## src/rtl/aux_seq_pkg.sv

```systemverilog
package aux_seq_pkg;

  typedef enum logic [1:0] {
    K_NAT_WR = 2'd0,
    K_NAT_RD = 2'd1,
    K_I2C_WR = 2'd2,
    K_I2C_RD = 2'd3
  } req_kind_e;

  typedef enum logic [2:0] {
    E_NONE      = 3'd0,
    E_TIMEOUT   = 3'd1,
    E_FLAGS     = 3'd2,
    E_ENGINE    = 3'd3,
    E_NAT_NACK  = 3'd4,
    E_I2C_NACK  = 3'd5,
    E_RETRIES   = 3'd6,
    E_BAD_REPLY = 3'd7
  } err_e;

  typedef enum logic [1:0] {
    V_DONE  = 2'd0,
    V_RETRY = 2'd1,
    V_FAIL  = 2'd2
  } verdict_e;

  typedef enum logic [1:0] {
    S_IDLE  = 2'd0,
    S_SEND  = 2'd1,
    S_REPLY = 2'd2,
    S_DEFER = 2'd3
  } seq_state_e;

  localparam logic [3:0] CMD_NAT_WR = 4'h8;
  localparam logic [3:0] CMD_NAT_RD = 4'h9;
  localparam logic [3:0] CMD_I2C_WR = 4'h0;
  localparam logic [3:0] CMD_I2C_RD = 4'h1;
  localparam logic [3:0] CMD_MOT    = 4'h4;

endpackage

```

## src/rtl/aux_hdr_build.sv

```systemverilog
module aux_hdr_build
  import aux_seq_pkg::*;
#(
  parameter int MAX_BYTES = 8,
  parameter int LEN_W     = 4,
  parameter int MSG_W     = 4
) (
  input  logic [1:0]             kind,
  input  logic [15:0]            addr,
  input  logic [LEN_W-1:0]       len,
  input  logic                   mot,
  input  logic [MAX_BYTES*8-1:0] wdata,
  input  logic [MSG_W-1:0]       idx,
  output logic [7:0]             byte_o,
  output logic [MSG_W-1:0]       msg_len
);

  logic [7:0] total;
  logic [3:0] cmd;
  logic [3:0] lo;

  always_comb begin
    total = 8'd4;
    cmd   = CMD_NAT_RD;
    lo    = 4'(8'(len) - 8'd1);
    unique case (req_kind_e'(kind))
      K_NAT_WR: begin
        cmd   = CMD_NAT_WR;
        total = 8'(len) + 8'd4;
      end
      K_NAT_RD: begin
        cmd   = CMD_NAT_RD;
        total = 8'd4;
      end
      K_I2C_WR: begin
        cmd   = CMD_I2C_WR | (mot ? CMD_MOT : 4'h0);
        total = 8'd5;
        lo    = 4'h0;
      end
      K_I2C_RD: begin
        cmd   = CMD_I2C_RD | (mot ? CMD_MOT : 4'h0);
        total = 8'd4;
        lo    = 4'h0;
      end
      default: ;
    endcase
  end

  assign msg_len = MSG_W'(total);

  always_comb begin
    byte_o = 8'h00;
    case (int'(idx))
      0: byte_o = addr[7:0];
      1: byte_o = addr[15:8];
      2: byte_o = {cmd, 4'h0};
      3: byte_o = {total[3:0], lo};
      default: begin
        for (int i = 0; i < MAX_BYTES; i++) begin
          if (int'(idx) == i + 4) byte_o = wdata[8*i +: 8];
        end
      end
    endcase
  end

endmodule

```

## src/rtl/aux_reply_decode.sv

```systemverilog
module aux_reply_decode
  import aux_seq_pkg::*;
(
  input  logic [7:0] status,
  input  logic [7:0] code,
  input  logic       have_code,
  input  logic       is_i2c,
  output verdict_e   verdict,
  output err_e       err
);

  always_comb begin
    verdict = V_FAIL;
    err     = E_BAD_REPLY;
    if (status != 8'd0) begin
      case (status)
        8'd1:    err = E_TIMEOUT;
        8'd2:    err = E_FLAGS;
        8'd3:    err = E_ENGINE;
        default: err = E_BAD_REPLY;
      endcase
    end else if (have_code) begin
      case (code[5:4])
        2'd0: begin
          if (!is_i2c) begin
            verdict = V_DONE;
            err     = E_NONE;
          end else begin
            case (code[7:6])
              2'd0: begin verdict = V_DONE;  err = E_NONE;     end
              2'd1: begin verdict = V_FAIL;  err = E_I2C_NACK; end
              2'd2: begin verdict = V_RETRY; err = E_NONE;     end
              default: begin verdict = V_FAIL; err = E_BAD_REPLY; end
            endcase
          end
        end
        2'd1:    err = E_NAT_NACK;
        2'd2: begin
          verdict = V_RETRY;
          err     = E_NONE;
        end
        default: err = E_BAD_REPLY;
      endcase
    end
  end

endmodule

```

## src/rtl/aux_rx_capture.sv

```systemverilog
module aux_rx_capture #(
  parameter int MAX_BYTES = 8,
  parameter int LEN_W     = 4
) (
  input  logic                   clk,
  input  logic                   rst,
  input  logic                   clear,
  input  logic                   wr_en,
  input  logic [7:0]             wr_byte,
  input  logic [LEN_W-1:0]       limit,
  output logic [MAX_BYTES*8-1:0] buf_flat,
  output logic [LEN_W-1:0]       count,
  output logic [LEN_W-1:0]       count_nxt
);

  localparam int IDX_W = (MAX_BYTES > 1) ? $clog2(MAX_BYTES) : 1;

  logic [7:0] mem [MAX_BYTES];
  logic       store;

  assign store = wr_en && !clear && (count < limit);

  always_ff @(posedge clk) begin
    if (store) mem[IDX_W'(count)] <= wr_byte;
  end

  always_comb begin
    if (clear)      count_nxt = '0;
    else if (store) count_nxt = count + LEN_W'(1);
    else            count_nxt = count;
  end

  always_ff @(posedge clk) begin
    if (rst) count <= '0;
    else     count <= count_nxt;
  end

  for (genvar g = 0; g < MAX_BYTES; g++) begin : g_flat
    assign buf_flat[8*g +: 8] = mem[g];
  end

  p_clip_r10: assert property (@(posedge clk) disable iff (rst)
    count <= limit);

endmodule

```

## src/rtl/aux_req_seq.sv

```systemverilog
module aux_req_seq
  import aux_seq_pkg::*;
#(
  parameter int MAX_BYTES = 8,
  parameter int WAIT_W    = 8,
  parameter int MAX_TRIES = 4,
  localparam int LEN_W    = $clog2(MAX_BYTES + 1)
) (
  input  logic                   clk,
  input  logic                   rst,
  input  logic                   req_valid,
  input  logic [1:0]             req_kind,
  input  logic [15:0]            req_addr,
  input  logic [LEN_W-1:0]       req_len,
  input  logic                   req_mot,
  input  logic [MAX_BYTES*8-1:0] req_wdata,
  input  logic [LEN_W-1:0]       req_rbuf_size,
  input  logic [WAIT_W-1:0]      req_defer_wait,
  output logic                   busy,
  output logic                   done,
  output logic                   err,
  output logic [2:0]             err_code,
  output logic [MAX_BYTES*8-1:0] rd_data,
  output logic [LEN_W-1:0]       rd_count,
  output logic                   tx_valid,
  input  logic                   tx_ready,
  output logic [7:0]             tx_data,
  output logic                   tx_last,
  input  logic                   rx_valid,
  input  logic [7:0]             rx_data,
  input  logic                   rx_last
);

  localparam int MSG_W = $clog2(MAX_BYTES + 5);
  localparam int TRY_W = (MAX_TRIES > 1) ? $clog2(MAX_TRIES) : 1;
  localparam logic [TRY_W-1:0] LAST_TRY = TRY_W'(MAX_TRIES - 1);

  seq_state_e             state_q;
  logic [1:0]             kind_q;
  logic [15:0]            addr_q;
  logic [LEN_W-1:0]       len_q;
  logic                   mot_q;
  logic [MAX_BYTES*8-1:0] wdata_q;
  logic [LEN_W-1:0]       lim_q;
  logic [WAIT_W-1:0]      wait_q;
  logic [WAIT_W-1:0]      wait_cnt;
  logic [TRY_W-1:0]       attempt_q;
  logic [MSG_W-1:0]       tx_idx;
  logic [MSG_W-1:0]       msg_len;
  logic [1:0]             rx_cnt;
  logic [7:0]             stat_q;
  logic [7:0]             code_q;
  logic                   busy_q, done_q, err_q, tx_valid_q;
  logic [2:0]             err_code_q;
  logic [LEN_W-1:0]       rd_count_q;

  logic [LEN_W-1:0] lim_nxt;
  logic             start, relaunch, cap_clear, cap_wr;
  logic [7:0]       stat_now, code_now;
  verdict_e         dec_verdict;
  err_e             dec_err;
  logic             fin, go_defer;
  err_e             fin_code;
  logic [LEN_W-1:0] cap_count, cap_count_nxt;

  // Message bytes are selected from the latched request, so a resend is identical.
  aux_hdr_build #(.MAX_BYTES(MAX_BYTES), .LEN_W(LEN_W), .MSG_W(MSG_W)) u_hdr (
    .kind(kind_q), .addr(addr_q), .len(len_q), .mot(mot_q), .wdata(wdata_q),
    .idx(tx_idx), .byte_o(tx_data), .msg_len(msg_len)
  );

  assign tx_last = tx_valid_q && (tx_idx == msg_len - MSG_W'(1));

  // The decision uses the byte arriving this cycle, not only stored bytes.
  assign stat_now = (rx_cnt == 2'd0) ? rx_data : stat_q;
  assign code_now = (rx_cnt == 2'd1) ? rx_data : code_q;

  aux_reply_decode u_dec (
    .status(stat_now), .code(code_now), .have_code(rx_cnt != 2'd0),
    .is_i2c(kind_q[1]), .verdict(dec_verdict), .err(dec_err)
  );

  assign start     = (state_q == S_IDLE) && req_valid;
  assign relaunch  = (state_q == S_DEFER) && (wait_cnt == '0);
  assign cap_clear = start || relaunch;
  assign cap_wr    = (state_q == S_REPLY) && rx_valid && (rx_cnt == 2'd2);

  aux_rx_capture #(.MAX_BYTES(MAX_BYTES), .LEN_W(LEN_W)) u_cap (
    .clk(clk), .rst(rst), .clear(cap_clear), .wr_en(cap_wr), .wr_byte(rx_data),
    .limit(lim_q), .buf_flat(rd_data), .count(cap_count), .count_nxt(cap_count_nxt)
  );

  always_comb begin
    case (req_kind_e'(req_kind))
      K_NAT_RD: lim_nxt = (req_rbuf_size > LEN_W'(MAX_BYTES)) ? LEN_W'(MAX_BYTES) : req_rbuf_size;
      K_I2C_RD: lim_nxt = (req_rbuf_size != '0) ? LEN_W'(1) : '0;
      default:  lim_nxt = '0;
    endcase
  end

  always_comb begin
    fin      = 1'b0;
    go_defer = 1'b0;
    fin_code = E_NONE;
    if (state_q == S_REPLY && rx_valid && rx_last) begin
      case (dec_verdict)
        V_DONE: fin = 1'b1;
        V_RETRY: begin
          if (attempt_q == LAST_TRY) begin
            fin      = 1'b1;
            fin_code = E_RETRIES;
          end else begin
            go_defer = 1'b1;
          end
        end
        default: begin
          fin      = 1'b1;
          fin_code = dec_err;
        end
      endcase
    end
  end

  always_ff @(posedge clk) begin
    if (rst) begin
      state_q    <= S_IDLE;
      kind_q     <= '0;
      addr_q     <= '0;
      len_q      <= '0;
      mot_q      <= 1'b0;
      wdata_q    <= '0;
      lim_q      <= '0;
      wait_q     <= '0;
      wait_cnt   <= '0;
      attempt_q  <= '0;
      tx_idx     <= '0;
      rx_cnt     <= '0;
      stat_q     <= '0;
      code_q     <= '0;
      busy_q     <= 1'b0;
      done_q     <= 1'b0;
      err_q      <= 1'b0;
      err_code_q <= '0;
      rd_count_q <= '0;
      tx_valid_q <= 1'b0;
    end else begin
      done_q <= 1'b0;
      err_q  <= 1'b0;
      case (state_q)
        S_IDLE: begin
          if (req_valid) begin
            kind_q     <= req_kind;
            addr_q     <= req_addr;
            len_q      <= req_len;
            mot_q      <= req_mot;
            wdata_q    <= req_wdata;
            lim_q      <= lim_nxt;
            wait_q     <= req_defer_wait;
            attempt_q  <= '0;
            tx_idx     <= '0;
            tx_valid_q <= 1'b1;
            busy_q     <= 1'b1;
            state_q    <= S_SEND;
          end
        end
        S_SEND: begin
          if (tx_ready) begin
            if (tx_idx == msg_len - MSG_W'(1)) begin
              tx_valid_q <= 1'b0;
              rx_cnt     <= '0;
              state_q    <= S_REPLY;
            end else begin
              tx_idx <= tx_idx + MSG_W'(1);
            end
          end
        end
        S_REPLY: begin
          if (rx_valid) begin
            if (rx_cnt != 2'd2) rx_cnt <= rx_cnt + 2'd1;
            if (rx_cnt == 2'd0) stat_q <= rx_data;
            if (rx_cnt == 2'd1) code_q <= rx_data;
          end
          if (fin) begin
            state_q    <= S_IDLE;
            busy_q     <= 1'b0;
            done_q     <= 1'b1;
            err_q      <= (fin_code != E_NONE);
            err_code_q <= fin_code;
            rd_count_q <= (fin_code == E_NONE) ? cap_count_nxt : '0;
          end else if (go_defer) begin
            attempt_q <= attempt_q + TRY_W'(1);
            wait_cnt  <= wait_q;
            state_q   <= S_DEFER;
          end
        end
        S_DEFER: begin
          if (wait_cnt == '0) begin
            tx_idx     <= '0;
            tx_valid_q <= 1'b1;
            state_q    <= S_SEND;
          end else begin
            wait_cnt <= wait_cnt - WAIT_W'(1);
          end
        end
        default: state_q <= S_IDLE;
      endcase
    end
  end

  assign busy     = busy_q;
  assign done     = done_q;
  assign err      = err_q;
  assign err_code = err_code_q;
  assign rd_count = rd_count_q;
  assign tx_valid = tx_valid_q;

  p_done_after_busy_r11: assert property (@(posedge clk) disable iff (rst)
    done_q |-> $past(busy_q));
  p_idle_quiet_r11: assert property (@(posedge clk) disable iff (rst)
    !busy_q |-> !tx_valid_q);
  p_tx_hold_r4: assert property (@(posedge clk) disable iff (rst)
    (tx_valid_q && !tx_ready) |=> (tx_valid_q && $stable(tx_data) && $stable(tx_last)));
  p_defer_quiet_r8: assert property (@(posedge clk) disable iff (rst)
    (state_q == S_DEFER) |-> !tx_valid_q);
  p_retry_cap_r9: assert property (@(posedge clk) disable iff (rst)
    (done_q && err_code_q == E_RETRIES) |-> (attempt_q == LAST_TRY));

endmodule

```

## config.mk

```make
export PLATFORM = sky130hd
export DESIGN_NAME = aux_req_seq
export DESIGN_NICKNAME = d
export VERILOG_FILES = /design/src/rtl/aux_seq_pkg.sv /design/src/rtl/aux_hdr_build.sv /design/src/rtl/aux_reply_decode.sv /design/src/rtl/aux_rx_capture.sv /design/src/rtl/aux_req_seq.sv
export SDC_FILE = /design/constraint.sdc
export NUM_CORES = 1
export LEC_CHECK = 0
export ABC_AREA = 1
export BUFFER_PORTS_ARGS = -buffer_cell sky130_fd_sc_hd__buf_2
export CAP_MARGIN = 30
export CORE_MARGIN = 10
export CORE_UTILIZATION = 35
export CTS_CLUSTER_DIAMETER = 120
export CTS_CLUSTER_SIZE = 30
export DETAILED_ROUTE_END_ITERATION = 10
export HOLD_SLACK_MARGIN = 0.12
export PLACE_DENSITY = 0.66
export SLEW_MARGIN = 10
export SYNTH_ARGS = -nofsm -noshare
export SYNTH_HDL_FRONTEND = slang
export SYNTH_SLANG_ARGS = --single-unit
```

## constraint.sdc

```tcl
create_clock -name clk -period 2.7 [get_ports clk]
set_input_delay 0.405 -clock clk [delete_from_list [all_inputs] [get_ports clk]]
set_output_delay 0.405 -clock clk [all_outputs]
set_load 0.05 [all_outputs]
```

==> results.toml, run 1 <==
[timing]
tightest_slew_ns = 0.683
max_slew_margin_pct = 54.4
min_period_over_period_pct = 98.7
slew_violations = 0
fin_crit_ns = 2.66
setup_violations = 0
finalHoldViolations = 0
rsz0062_at_grt = "true"
setup_tns_ns = 0
fmax_ghz = 0.375
finClkSkew_ns = 0.0348

[setup_path]
cp_max_fo = 8
cp_slowest_cell = "dfxtp_4"
path_cells = "inv_4 -> ha_2 -> inv_2 -> buf_4 -> nor2_4 -> inv_4 -> o21ai_0 -> o21bai_1 -> o21ai_0 -> nand2_1 -> buf_6"
r2r-end = "wait_cnt[3]$_SDFFE_PP0P_"
r2r_start = "rx_cnt[0]$_SDFFE_PP0P_"
required_ns = 2.30
rr_worst_depth = 14
reg2reg_slack_ns = 0.32
crit_type = "flip-flop to primary output"
crit_family = "buffers and inverters"
worstSetupEndpointType = "primary output"
cp_num_buf_inv = 5
crit_path_start_kind = "flip-flop"
max_stage_delay_ns = 0.40
cp.arrival_ns = 2.26

[logic_synthesis]
synth_top_cell_by_area = "dfxtp_1"
netlist.area_leader.share_pct = 31.6
synth_edf_count = 64
yosysMostFrequentCell = "nor2_1"
yosysSeqAreaShare_pct = 52.7
yosysWarnings = 0
synth_seq_cells = 208
synth.avg_cell_area_um2 = 8.02
synthTopCellsByCount = "nor2_1, nand2_1, dfxtp_1"
netlist_area_um2 = 9110
syn-num-nets = 1269
syn_inst = 1136
ys.flop_type = "dfxtp_1"
synth_cell_types = 40
ys_async_sr_fraction_pct = 0
synth_area_leaders = "dfxtp_1, edfxtp_1, nor2_1"

[grt]
grtUsageTotal_pct = 14.8
grt_max_degree = 109
grt_pass1_vias = 7832
globalRouteOverflowTotal = 0
antenna_found_initial = 1
grt_pass1_wl_um = 40600

[status]
status = "finished, final reports clean"

[routing]
first_pass_iters = 5
drt-total-wl_um = 26000
drt-wirelength-per-cell_um = 15.5
num_vias = 8091
drt_iter0_drc = 587
ant_nets = 0
drcViolationCount = 0
via_per_inst = 4.84

[layout]
nets = 1467
multi_input_area_um2 = 4000
synthToLayoutAreaGrowth_pct = 23.7
n_fill_cell = 2626
drive_gt1_share_pct = 25.0
seq_area_um2 = 4820
final_cells = 1673

[min_path]
hold_path_depth = 3
min_from = "req_wdata[31]"
hold_path.class = "primary input to flip-flop"
min_delay_worst_endpoint = "wdata_q[31]$_SDFFE_PP0P_"

[placement]
dp_hpwl_um = 19700
place_congestion = 0.865
placedCellCount = 1642
port-buffer-count = 196

[floorplan]
die_h_um = 181
die_area_um2 = 32900
rows = 59
io_pins = 197
initial_core_util_pct = 35.3
die_w_um = 181
core_um2 = 25800

[cts]
clock-sinks = 208
cts_tree = "done"
cts-buffers-inserted = 10
clk_latency_ns = 0.48
clockBufferDepth = 3
cts_htree_levels = 1
clockRootBuffer = "clkbuf_16"
clk_pin_slew_worst_paths_ns = 0.12

[power_and_ir_drop]
p_per_area_nw_per_um2 = 756
peakVddDrop_uv = 408
p_leak_nw = 4.94

[flow_run]
cap_violations = 0
[cells by family (layout without fill, tap and decap cells)]
family | Yosys count | count (layout) | share of synthesized area [%]
and+or+nand+nor | 547 | 547 | 24.7
AOI/OAI and AO/OA | 226 | 226 | 13.4
xor gates and xnor gates | 8 | 8 | 0.769
other | 0 | 1 | 0
buffers and inverters | 127 | 328 | 5.64
DFF | 208 | 208 | 52.7
adders and majority gates | 20 | 20 | 2.75
[how the worst max path moves through the flow]
stage	startpoint	cells after the start	to
after detailed placement	tx_idx[0]$_SDFFE_PP0P_	13	tx_data[5]
after global routing	tx_idx[1]$_SDFFE_PP0P_	11	tx_data[0]
final	tx_idx[1]$_SDFFE_PP0P_	11	tx_data[0]
after CTS	tx_idx[0]$_SDFFE_PP0P_	12	tx_data[5]
after floorplan	kind_q[1]$_SDFFE_PP0P_	13	tx_last
after global placement	tx_idx[0]$_SDFFE_PP0P_	13	tx_data[7]
[stage by stage]
| step | worst slack (ns) | utilization, % | cell area (um^2) | total power (W) | hold slack [ns] |
|---|---|---|---|---|---|
| detailed placement | 0.178 | 40.7 | 10500 | 0.00653 | 0.451 |
| finish | 0.0352 | 43.6 | 11300 | 0.00852 | 0.163 |
| global placement | 0.275 | 40.7 | 10500 | 0.00648 | 0.447 |
| floorplan | 0.296 | - | 9110 | 0.00578 | 0.425 |
| CTS | -0.0236 | 42.5 | 11000 | 0.00841 | 0.153 |
| global route | -0.0692 | 43.6 | 11300 | 0.00904 | 0.177 |
[flip-flops by register name (all words and copies together), names as in the netlist, 3 cells and up]
| name | count |
|---|---|
| wait_cnt | 8 |
| len_q | 4 |
| wdata_q | 64 |
| addr_q | 16 |
| stat_q | 8 |
| rd_count | 4 |
| code_q | 4 |
| u_cap.count | 4 |
| u_cap.mem | 64 |
| wait_q | 8 |
| tx_idx | 4 |
| err_code | 3 |
| lim_q | 4 |
[cell type report]
cell class,count,share of cell area [%]
repair buffers,234,12.6
clock buffers,15,2.66
diodes,1,0.0222
flip-flops and latches,208,42.8
inverters,79,2.74
multi-input cells,801,35.5
well taps,335,3.72
[layout by cell type (no fill, tap or decap), drive strengths merged, types with 2 or more instances in the layout]
master and instances:
a31oi 9, nor3 4, nand3 62, clkbuf 16
inv 78, ha 20, dfxtp 144, a21oi 51
o21ai 143, a221oi 7, nand4 6, o211ai 2
xor2 6, edfxtp 64, nand2 211, buf 233
xnor2 2, o21bai 7, o22ai 3, nor2 262
[metal layers]
metal  vias to the layer above  global-route usage (%)  routed length, um
li1                       4122                       -                  -
met1                      3647                    18.6              11600
met2                       279                    24.1              11600
met3                        43                    4.21               1950
met4                         0                    4.33                766
met5                         -                       0                  0
[worst reg2reg max path, delay by kind of cell, from the launching register on]
family	cells	cell delay, ns
flops	1	0.34
compound gates	1	0.11
simple gates	9	1.03
buf+inv	3	0.36
fa+ha+maj	1	0.47
[what timing repair did]
action                     in CTS  in global routing
pin swaps                       3                 19
cloned                          0                  2
hold buffers                    0                  0
setup endpoints to repair       9                  9
gates resized for setup        44                 61
buffers inserted                2                 12
[power breakdown]
part	switching [W]	leakage, nW	internal, W
registers	0.000297	1.76	0.00361
logic	0.00188	3.03	0.000989
clock network	0.000962	0.146	0.000783
(Power assumes the default switching activity.)
==> run 2: changes to the inputs <==
Settings changed: CORE_MARGIN 10 to not set.
==> run 2 against run 1 <==
  * Non-clock buffer count down 1
  * Clock power about the same
  * Total power down 0.38%
  * Register-to-register slack about the same
  * Via count down 0.19%
  * Combinational power about the same
  * Global-route usage up 2.9 points
  * Maximum frequency down 0.85%
  * Routed wire length down 7.5%
  * Largest cell class unchanged
==> results.toml, run 2 (synthesis gave the netlist of run 1 again) <==
[power_and_ir_drop]
peakVddDrop_uv = 535
p_leak_nw = 4.89
p_per_area_nw_per_um2 = 758

[cts]
clockBufferDepth = 3
clk_pin_slew_worst_paths_ns = 0.12
clk_latency_ns = 0.48
cts_htree_levels = 1
clock-sinks = 208
cts-buffers-inserted = 10
clockRootBuffer = "clkbuf_16"
postCtsHoldBufs = 0
cts_tree = "done"

[floorplan]
die_area_um2 = 26700
initial_core_util_pct = 36.0
io_pins = 197
rows = 58
core_um2 = 25300
die_w_um = 163
die_h_um = 163

[placement]
placed_cell_area_um2 = 10500
place_ws_ns = 0.219
place_congestion = 0.849
port-buffer-count = 196
dp_hpwl_um = 17800

[timing]
max_slew_margin_pct = 59.2
slew_violations = 0
fin_crit_ns = 2.69
hold_slack_ns = 0.167
setup_violations = 0
finClkSkew_ns = 0.0263
fmax_ghz = 0.372
tightest_slew_ns = 0.612
min_period_over_period_pct = 99.5
finalHoldViolations = 0
setup_slack_ns = 0.0124
rsz0062_at_grt = "true"

[setup_path]
r2r_start = "rx_cnt[0]$_SDFFE_PP0P_"
path_cells = "inv_2 -> ha_2 -> inv_2 -> buf_4 -> nor2_4 -> a221oi_1 -> nand2_1 -> buf_6"
required_ns = 2.30
crit_path_start_kind = "flip-flop"
crit_start = "tx_idx[1]$_SDFFE_PP0P_"
cp.arrival_ns = 2.28
cp_max_fo = 8
max_stage_delay_ns = 0.49
cp_slowest_cell = "a221oi_1"
reg2reg_slack_ns = 0.33
crit_type = "flip-flop to primary output"
cp_common_cell = "inv_2"
worstSetupEndpointType = "primary output"

[routing]
drt_iter0_drc = 427
drcViolationCount = 0
first_pass_iters = 5
drt-wirelength-per-cell_um = 14.5
ant_nets = 0
via_per_inst = 4.85
num_vias = 8076
drt-total-wl_um = 24100

[grt]
grt_pass1_wl_um = 37600
grt_max_degree = 68
globalRouteOverflowTotal = 0
grt_pass1_vias = 7515
antenna_found_initial = 1
grtUsageTotal_pct = 17.7

[layout]
synthToLayoutAreaGrowth_pct = 23.0
seq_area_um2 = 4820
nets = 1466
layout_commonest_cell = "nor2_1"
layout_common_cells = "nor2_1, buf_2, nand2_1, dfxtp_1, o21ai_0"
n_antenna_cell = 0
multi_input_area_um2 = 4020
n_fill_cell = 2506
reg_top3 = "u_cap.mem x64, wdata_q x64, addr_q x16"
design_area_um2 = 11200
drive_gt1_share_pct = 25.0
final_util_pct = 44.2

[min_path]
min_from = "req_wdata[27]"
hold_path.class = "primary input to flip-flop"

[flow_run]
cap_violations = 0

[status]
status = "finished, final reports clean"
[run 2: cell types whose count changed in the layout (fill, tap and decap cells not counted), sizes merged]
cell / delta
clkbuf: -2
diode: -1
[run 2: per-stage QoR]
| stage | total power, W | TNS, ns | std cells |
|---|---|---|---|
| after global placement | 0.00642 | 0 | 1637 |
| after CTS | 0.00830 | -0.00534 | 1652 |
| after global routing | 0.00904 | -0.510 | 1665 |
| final | 0.00849 | 0 | 1665 |
| after floorplan | 0.00578 | 0 | 1136 |
| after detailed placement | 0.00647 | 0 | 1637 |
[run 2: cell type report]
cell class | instances | area share, %
clock buffer | 14 | 2.56
multi-input combinational | 801 | 35.9
timing repair buffer | 233 | 12.1
inverter | 79 | 2.76
sequential | 208 | 43.0
tap | 330 | 3.68
[run 2: critical path, delay by kind of cell, from the launching register on]
family | cells | cell delay, ns
AO/OA/AOI/OAI | 1 | 0.49
adder cells (fa/ha/maj) | 1 | 0.17
buffers and inverters | 4 | 0.51
flip-flops | 1 | 0.40
AND/OR/NAND/NOR | 2 | 0.23
[run 2: metal layers]
metal	global-route usage [%]	vias to the layer above	wire length (um)
li1	-	4109	-
met1	22.7	3676	10700
met2	31.2	255	11400
met3	2.56	34	1440
met4	3.65	2	476
met5	0	-	13
[run 2: what timing repair did]
action / in CTS / in global routing
endpoints found under the setup margin: 9 / 9
hold endpoints to repair: 0 / 0
pin swaps: 3 / 18
buffers inserted: 1 / 12
cloned: 0 / 1
resized for setup: 42 / 61
[run 2: final timing paths]
check        cells after the start                       end
max                              8                tx_data[0]
max reg2reg                     14  wait_cnt[6]$_SDFFE_PP0P_
min                              3  wdata_q[27]$_SDFFE_PP0P_
min reg2reg                      2  rd_count[1]$_SDFFE_PP0P_
[run 2: power by group]
group	switching (W)	internal (W)
logic	0.00191	0.000983
clock network	0.000956	0.000752
registers	0.000278	0.00361
